`src/rtl/mpu_vg_pkg.sv`:
```
package mpu_vg_pkg;
    localparam int ADDR_W   = 16;
    localparam int NSEG     = 3;
    localparam int NBND     = NSEG - 1;
    localparam int RIGHT_W  = 3;
    localparam int SEG_W    = $clog2(NSEG);
    localparam int FLAG_W   = NSEG + 1;
    localparam int ENC_FLAG = NSEG;
    localparam int CFG_AW   = 3;

    localparam logic [CFG_AW-1:0] CA_RIGHTS = CFG_AW'(NBND);
    localparam logic [CFG_AW-1:0] CA_ELO    = CFG_AW'(NBND + 1);
    localparam logic [CFG_AW-1:0] CA_EHI    = CFG_AW'(NBND + 2);
    localparam logic [CFG_AW-1:0] CA_CTRL   = CFG_AW'(NBND + 3);
    localparam logic [CFG_AW-1:0] CA_CLR    = CFG_AW'(NBND + 4);

    typedef enum logic [1:0] {ACC_READ = 2'd0, ACC_WRITE = 2'd1,
                              ACC_EXEC = 2'd2, ACC_RSVD = 2'd3} acc_kind_e;
    typedef enum logic [1:0] {SRC_CPU = 2'd0, SRC_DMA = 2'd1,
                              SRC_DBG = 2'd2, SRC_RSVD = 2'd3} acc_src_e;

    typedef struct packed {
        logic [NBND-1:0][ADDR_W-1:0]  bnd;
        logic [NSEG-1:0][RIGHT_W-1:0] rights;
        logic [ADDR_W-1:0]            encl_lo;
        logic [ADDR_W-1:0]            encl_hi;
        logic                         mpu_en;
        logic                         encl_en;
        logic                         lock;
    } mpu_cfg_t;

    typedef struct packed {
        logic              in_vec;
        logic              in_encl;
        logic [SEG_W-1:0]  seg;
    } region_t;

    typedef struct packed {
        logic ok;
        logic encl_cause;
    } verdict_t;

    function automatic verdict_t mpu_decide(region_t rg, logic from_encl, logic mpu_en,
                                            logic [RIGHT_W-1:0] rt, acc_kind_e kind,
                                            acc_src_e src);
        verdict_t v;
        v.ok = 1'b0;
        v.encl_cause = 1'b0;
        if (kind == ACC_RSVD || (kind == ACC_EXEC && src != SRC_CPU)) begin
            v.ok = 1'b0;
        end else if (rg.in_vec) begin
            case (kind)
                ACC_READ: v.ok = 1'b1;
                ACC_EXEC: begin
                    v.ok = !rg.in_encl;
                    v.encl_cause = rg.in_encl;
                end
                default:  v.ok = !mpu_en || rt[1];
            endcase
        end else if (rg.in_encl && !from_encl) begin
            v.encl_cause = 1'b1;
        end else begin
            v.ok = !mpu_en || rt[kind];
        end
        return v;
    endfunction
endpackage

```
`src/rtl/mpu_cfg_regs.sv`:
```
module mpu_cfg_regs
    import mpu_vg_pkg::*;
(
    input  logic              clk,
    input  logic              rst,
    input  logic              cfg_we,
    input  logic [CFG_AW-1:0] cfg_addr,
    input  logic [15:0]       cfg_wdata,
    output mpu_cfg_t          cfg_q,
    output logic [FLAG_W-1:0] clr_mask
);
    logic wr_ok;
    assign wr_ok    = cfg_we && !cfg_q.lock;
    assign clr_mask = (cfg_we && cfg_addr == CA_CLR) ? cfg_wdata[FLAG_W-1:0] : '0;

    always_ff @(posedge clk) begin
        if (rst) begin
            cfg_q.rights  <= '1;
            cfg_q.encl_lo <= '0;
            cfg_q.encl_hi <= '0;
            cfg_q.mpu_en  <= 1'b0;
            cfg_q.encl_en <= 1'b0;
            cfg_q.lock    <= 1'b0;
        end else if (wr_ok) begin
            case (cfg_addr)
                CA_RIGHTS: cfg_q.rights  <= cfg_wdata[NSEG*RIGHT_W-1:0];
                CA_ELO:    cfg_q.encl_lo <= cfg_wdata[ADDR_W-1:0];
                CA_EHI:    cfg_q.encl_hi <= cfg_wdata[ADDR_W-1:0];
                CA_CTRL: begin
                    cfg_q.mpu_en  <= cfg_wdata[0];
                    cfg_q.encl_en <= cfg_wdata[1];
                    cfg_q.lock    <= cfg_wdata[2];
                end
                default: ;
            endcase
        end
    end

    for (genvar b = 0; b < NBND; b++) begin : g_bnd
        always_ff @(posedge clk) begin
            if (rst)
                cfg_q.bnd[b] <= '0;
            else if (wr_ok && cfg_addr == CFG_AW'(b))
                cfg_q.bnd[b] <= cfg_wdata[ADDR_W-1:0];
        end
    end
endmodule

```
`src/rtl/mpu_region_decode.sv`:
```
module mpu_region_decode
    import mpu_vg_pkg::*;
#(
    parameter logic [ADDR_W-1:0] VEC_BASE = 16'hFF80
) (
    input  logic [ADDR_W-1:0] addr,
    input  mpu_cfg_t          cfg,
    output region_t           rg
);
    logic [NBND-1:0] above;

    for (genvar b = 0; b < NBND; b++) begin : g_cmp
        assign above[b] = addr >= cfg.bnd[b];
    end

    always_comb begin
        rg.seg     = SEG_W'($countones(above));
        rg.in_vec  = addr >= VEC_BASE;
        rg.in_encl = cfg.encl_en && addr >= cfg.encl_lo && addr <= cfg.encl_hi;
    end
endmodule

```
`src/rtl/mpu_viol_flags.sv`:
```
module mpu_viol_flags
    import mpu_vg_pkg::*;
(
    input  logic              clk,
    input  logic              rst,
    input  logic [FLAG_W-1:0] set_mask,
    input  logic [FLAG_W-1:0] clr_mask,
    output logic [FLAG_W-1:0] flags
);
    for (genvar i = 0; i < FLAG_W; i++) begin : g_flag
        always_ff @(posedge clk) begin
            if (rst)
                flags[i] <= 1'b0;
            else
                flags[i] <= (flags[i] && !clr_mask[i]) || set_mask[i];
        end
    end
endmodule

```
`src/rtl/mpu_vec_guard.sv`:
```
module mpu_vec_guard
    import mpu_vg_pkg::*;
#(
    parameter logic [ADDR_W-1:0] VEC_BASE = 16'hFF80
) (
    input  logic              clk,
    input  logic              rst,
    input  logic              cfg_we,
    input  logic [CFG_AW-1:0] cfg_addr,
    input  logic [15:0]       cfg_wdata,
    input  logic              acc_valid,
    input  logic [ADDR_W-1:0] acc_addr,
    input  logic [1:0]        acc_kind,
    input  logic [1:0]        acc_src,
    input  logic              acc_from_encl,
    output logic              acc_grant,
    output logic [FLAG_W-1:0] viol_flags
);
    mpu_cfg_t          cfg_q;
    logic [FLAG_W-1:0] clr_mask;
    logic [FLAG_W-1:0] set_mask;
    region_t           rg;
    verdict_t          vd;

    mpu_cfg_regs u_cfg (
        .clk(clk), .rst(rst), .cfg_we(cfg_we), .cfg_addr(cfg_addr),
        .cfg_wdata(cfg_wdata), .cfg_q(cfg_q), .clr_mask(clr_mask)
    );

    mpu_region_decode #(.VEC_BASE(VEC_BASE)) u_dec (
        .addr(acc_addr), .cfg(cfg_q), .rg(rg)
    );

    always_comb begin
        vd = mpu_decide(rg, acc_from_encl, cfg_q.mpu_en, cfg_q.rights[rg.seg],
                        acc_kind_e'(acc_kind), acc_src_e'(acc_src));
        acc_grant = acc_valid && vd.ok;
        set_mask  = '0;
        if (acc_valid && !vd.ok) begin
            if (vd.encl_cause)
                set_mask[ENC_FLAG] = 1'b1;
            else
                set_mask[rg.seg] = 1'b1;
        end
    end

    mpu_viol_flags u_flags (
        .clk(clk), .rst(rst), .set_mask(set_mask), .clr_mask(clr_mask),
        .flags(viol_flags)
    );
endmodule

```
`config.mk`:
```
export PLATFORM = sky130hd
export DESIGN_NAME = mpu_vec_guard
export DESIGN_NICKNAME = d
export VERILOG_FILES = /design/src/rtl/mpu_vg_pkg.sv /design/src/rtl/mpu_cfg_regs.sv /design/src/rtl/mpu_region_decode.sv /design/src/rtl/mpu_viol_flags.sv /design/src/rtl/mpu_vec_guard.sv
export SDC_FILE = /design/constraint.sdc
export NUM_CORES = 1
export LEC_CHECK = 0
export BUFFER_PORTS_ARGS = -buffer_cell sky130_fd_sc_hd__buf_4
export CAP_MARGIN = 20
export CORE_ASPECT_RATIO = 1.5
export CORE_MARGIN = 1.5
export CORE_UTILIZATION = 55
export DETAILED_ROUTE_END_ITERATION = 6
export PLACE_DENSITY = 0.76
export SYNTH_ARGS = -nofsm -noshare
export SYNTH_HDL_FRONTEND = slang
export SYNTH_SLANG_ARGS = --single-unit
```
`constraint.sdc`:
```
create_clock -name clk -period 3.33 [get_ports clk]
set_input_delay 0.1665 -clock clk [delete_from_list [all_inputs] [get_ports clk]]
set_output_delay 0.1665 -clock clk [all_outputs]
set_load 0.01 [all_outputs]
```
==> metrics.txt <==
Max Slew Vio Count 0; Final Util 67.8%; syn nets between 700 and 800; RSZ-0062 raised after global routing true; Synth Area in Adders 17.6%; status complete, but fails checks; skew final 3.07 ps; largest area contributor in the netlist dfxtp_1; CP startpoint kind register; All-Layer GR Usage 29.2%; drt first pass iters 4; via-per-instance ratio 5.72; Max VDD drop 0.307 mV; Buf/Inv on CP 2; Iteration-0 DRC Markers about 250; fmax approximately 0.3 GHz; top cell type's share of synthesized area 33.6%; mux cell area share after synthesis 1.39%; Max FO, Critical Path 3; remaining antenna violation count 0; share of layout cells above drive strength 1 a little under a fifth; GP Congestion around 0.95; Worst Path Arrival roughly 3200 ps; final hold vios 0; critical path required time 3160 ps; largest net degree at the start of global routing 43; Pwr Density 417 nW/µm²; Nets about 770; max_cap viols 0; clock buffer count from CTS 9; delay-heaviest family, CP compound AO/OA/AOI/OAI gates; largest cells by area after synthesis dfxtp_1 (34%), ha_1 (18%), nand2_1 (13%); post-synthesis xor/xnor area fraction 0%; Initial Util between 50% and 60%; compound-gate portion of the synthesized area 17.1%; final period utilization 102%; Area after DPL between 5000 and 6000 µm²; mapped cell area about 4800 µm²; Yosys reg bits 80; yosys warns 0; WL per Instance about 17 µm; average size of a mapped cell a little under 8 µm²; Longest Clk Path Bufs 2; Remaining Overflow, GRT 0; post-route minimum period between 3000 and 4000 ps; Synth Flop Type dfxtp_1; crit end category output pin; Final HPWL DP 9210 µm; EDFF count, synth 0; largest stage delay on the critical path about 350 ps; post-synthesis async set-or-reset flop share 0%; antenna diode count 0; final setup margin -79.9 ps; CP cell instances ha_4 -> nand2b_4 -> a21o_1 -> a21o_1 -> a21oi_2 -> o21ai_2 -> a31oi_1 -> ha_1 -> buf_6 -> mux2_2 -> a221oi_2 -> o21bai_1 -> a21oi_2 -> nor4b_2 -> buf_4; vias in the first global route 4344; Post-Route WL 12800 µm; Slew headroom around two fifths; drt drc 0; chip height 117 µm; DR vias approximately 4400; top-count cell post-synth nand2_1; Port Buffers 48; Die W 79.0 µm; clock latency at the later pin of the worst-skew pair 350 ps; first-pass GRT wire length 20300 µm; Simple-Gate Fraction of Synth Area between 20% and 30%; Slew @ Worst Pin approximately 890 ps; Worst path slowest cell dfxtp_2; Leakage around 2.2 nW; Site Rows 41; Post-Syn Instances 606; initial antenna violation count 0; largest family of logic cells by synthesized area simple AND/OR/NAND/NOR gates; Area Growth Syn to Fin 19.9%; core area 8410 µm²; fin area approximately 5700 µm²; violated checks setup timing; Worst Setup Path Type reg -> out; TritonCTS clock tree yes; Die Footprint 9230 µm²; root buffer cell clkbuf_16; Finish-stage setup viols 1; Hold Crit Class in -> reg; library cells used by synthesis 48; Power Total 2.38 mW; Max H-tree Level 3; top cells by instance count after synthesis nand2_1 (160), a21oi_1 (87), dfxtp_1 (80); number of I/O pins between 40 and 50; sequential area share after synthesis 33.6%; Clock transition at path regs about 60 ps; clk sink count 80
[worst register-to-register path: stages, from the launching register on]
cell	delay [ps]
dfxtp_2	350
ha_4	190
nand2b_4	130
a21o_1	180
a21o_1	160
a21oi_2	180
o21ai_2	90
a31oi_1	160
ha_1	280
buf_4	150
mux2_4	190
a22oi_2	60
o41ai_4	230
a21oi_2	80
buf_4	160
o211a_1	200
a311o_1	300
[cells in the final DEF (no fill, tap or decap), types with 8 or more instances in the layout]
cell       instances
nand2_1          160
dfxtp_1           73
o21ai_0            8
a21oi_1           81
nor2_1             9
ha_1              61
a21o_1            13
inv_1             65
buf_4             55
nand4_1           12
clkbuf_16          9
nand3b_1          10
[area by class of cell]
type                    instances  area, µm²
multi-input cells             440       2970
fillers                       732       2710
flip-flops and latches         80       1610
repair buffers                 58        447
clock buffers                  14        264
inverters                      65        244
well taps                     107        134
clock inverters                 2       37.5
[per-stage QoR]
stage                     setup WS, ps  std cells  setup TNS (ps)  hold WS, ps
after global routing              -191        766            -191         88.3
after detailed placement          17.9        744               0          436
final                            -79.9        766           -79.9         90.9
after floorplan                    395        606               0          287
after CTS                        -77.4        765           -85.7         82.7
after global placement             122        744               0          429
[path summary, 6_finish.rpt]
kind	from	to	slack, ps	cells past startpoint
hold / removal	cfg_wdata[10]	u_cfg.cfg_q[70]	90	3
hold reg to reg	u_cfg.cfg_q[53]	u_cfg.cfg_q[53]	450	2
setup / recovery	u_cfg.cfg_q[44]	acc_grant	-80	15
setup reg to reg	u_cfg.cfg_q[44]	u_flags.flags[3]	150	16
[cells by family after synthesis]
| family | Yosys count |
|---|---|
| multiplexers | 6 |
| adder cells (fa/ha/maj) | 67 |
| AND/OR/NAND/NOR | 232 |
| buffers and inverters | 86 |
| flip-flops | 80 |
| AO/OA/AOI/OAI | 135 |
[power breakdown]
group / total (mW) / internal, mW / switching, mW
Clock: 1.01 / 0.622 / 0.388
Combinational: 0.372 / 0.166 / 0.205
Sequential: 0.996 / 0.981 / 0.0142
[routing by layer]
metal	global-route usage (%)	part of all wire (%)	vias up
met1	30.5	38	2038
met3	5.19	6.2	45
met5	0	0	-
met2	52.9	51	142
met4	19.4	4.3	0
li1	-	-	2154
[registers in the layout (all words and copies together), names as in the netlist]
register	cells
u_cfg.cfg_q	76
u_flags.flags	4
[timing repair]
action                                  4_1_cts  5_1_grt
endpoints found under the setup margin        1        5
gates resized for setup                      28        8
hold buffers                                  0        0
cloned                                        0        0
setup buffers                                 5        2
pin swaps                                    18       17
(Power assumes the default switching activity.)
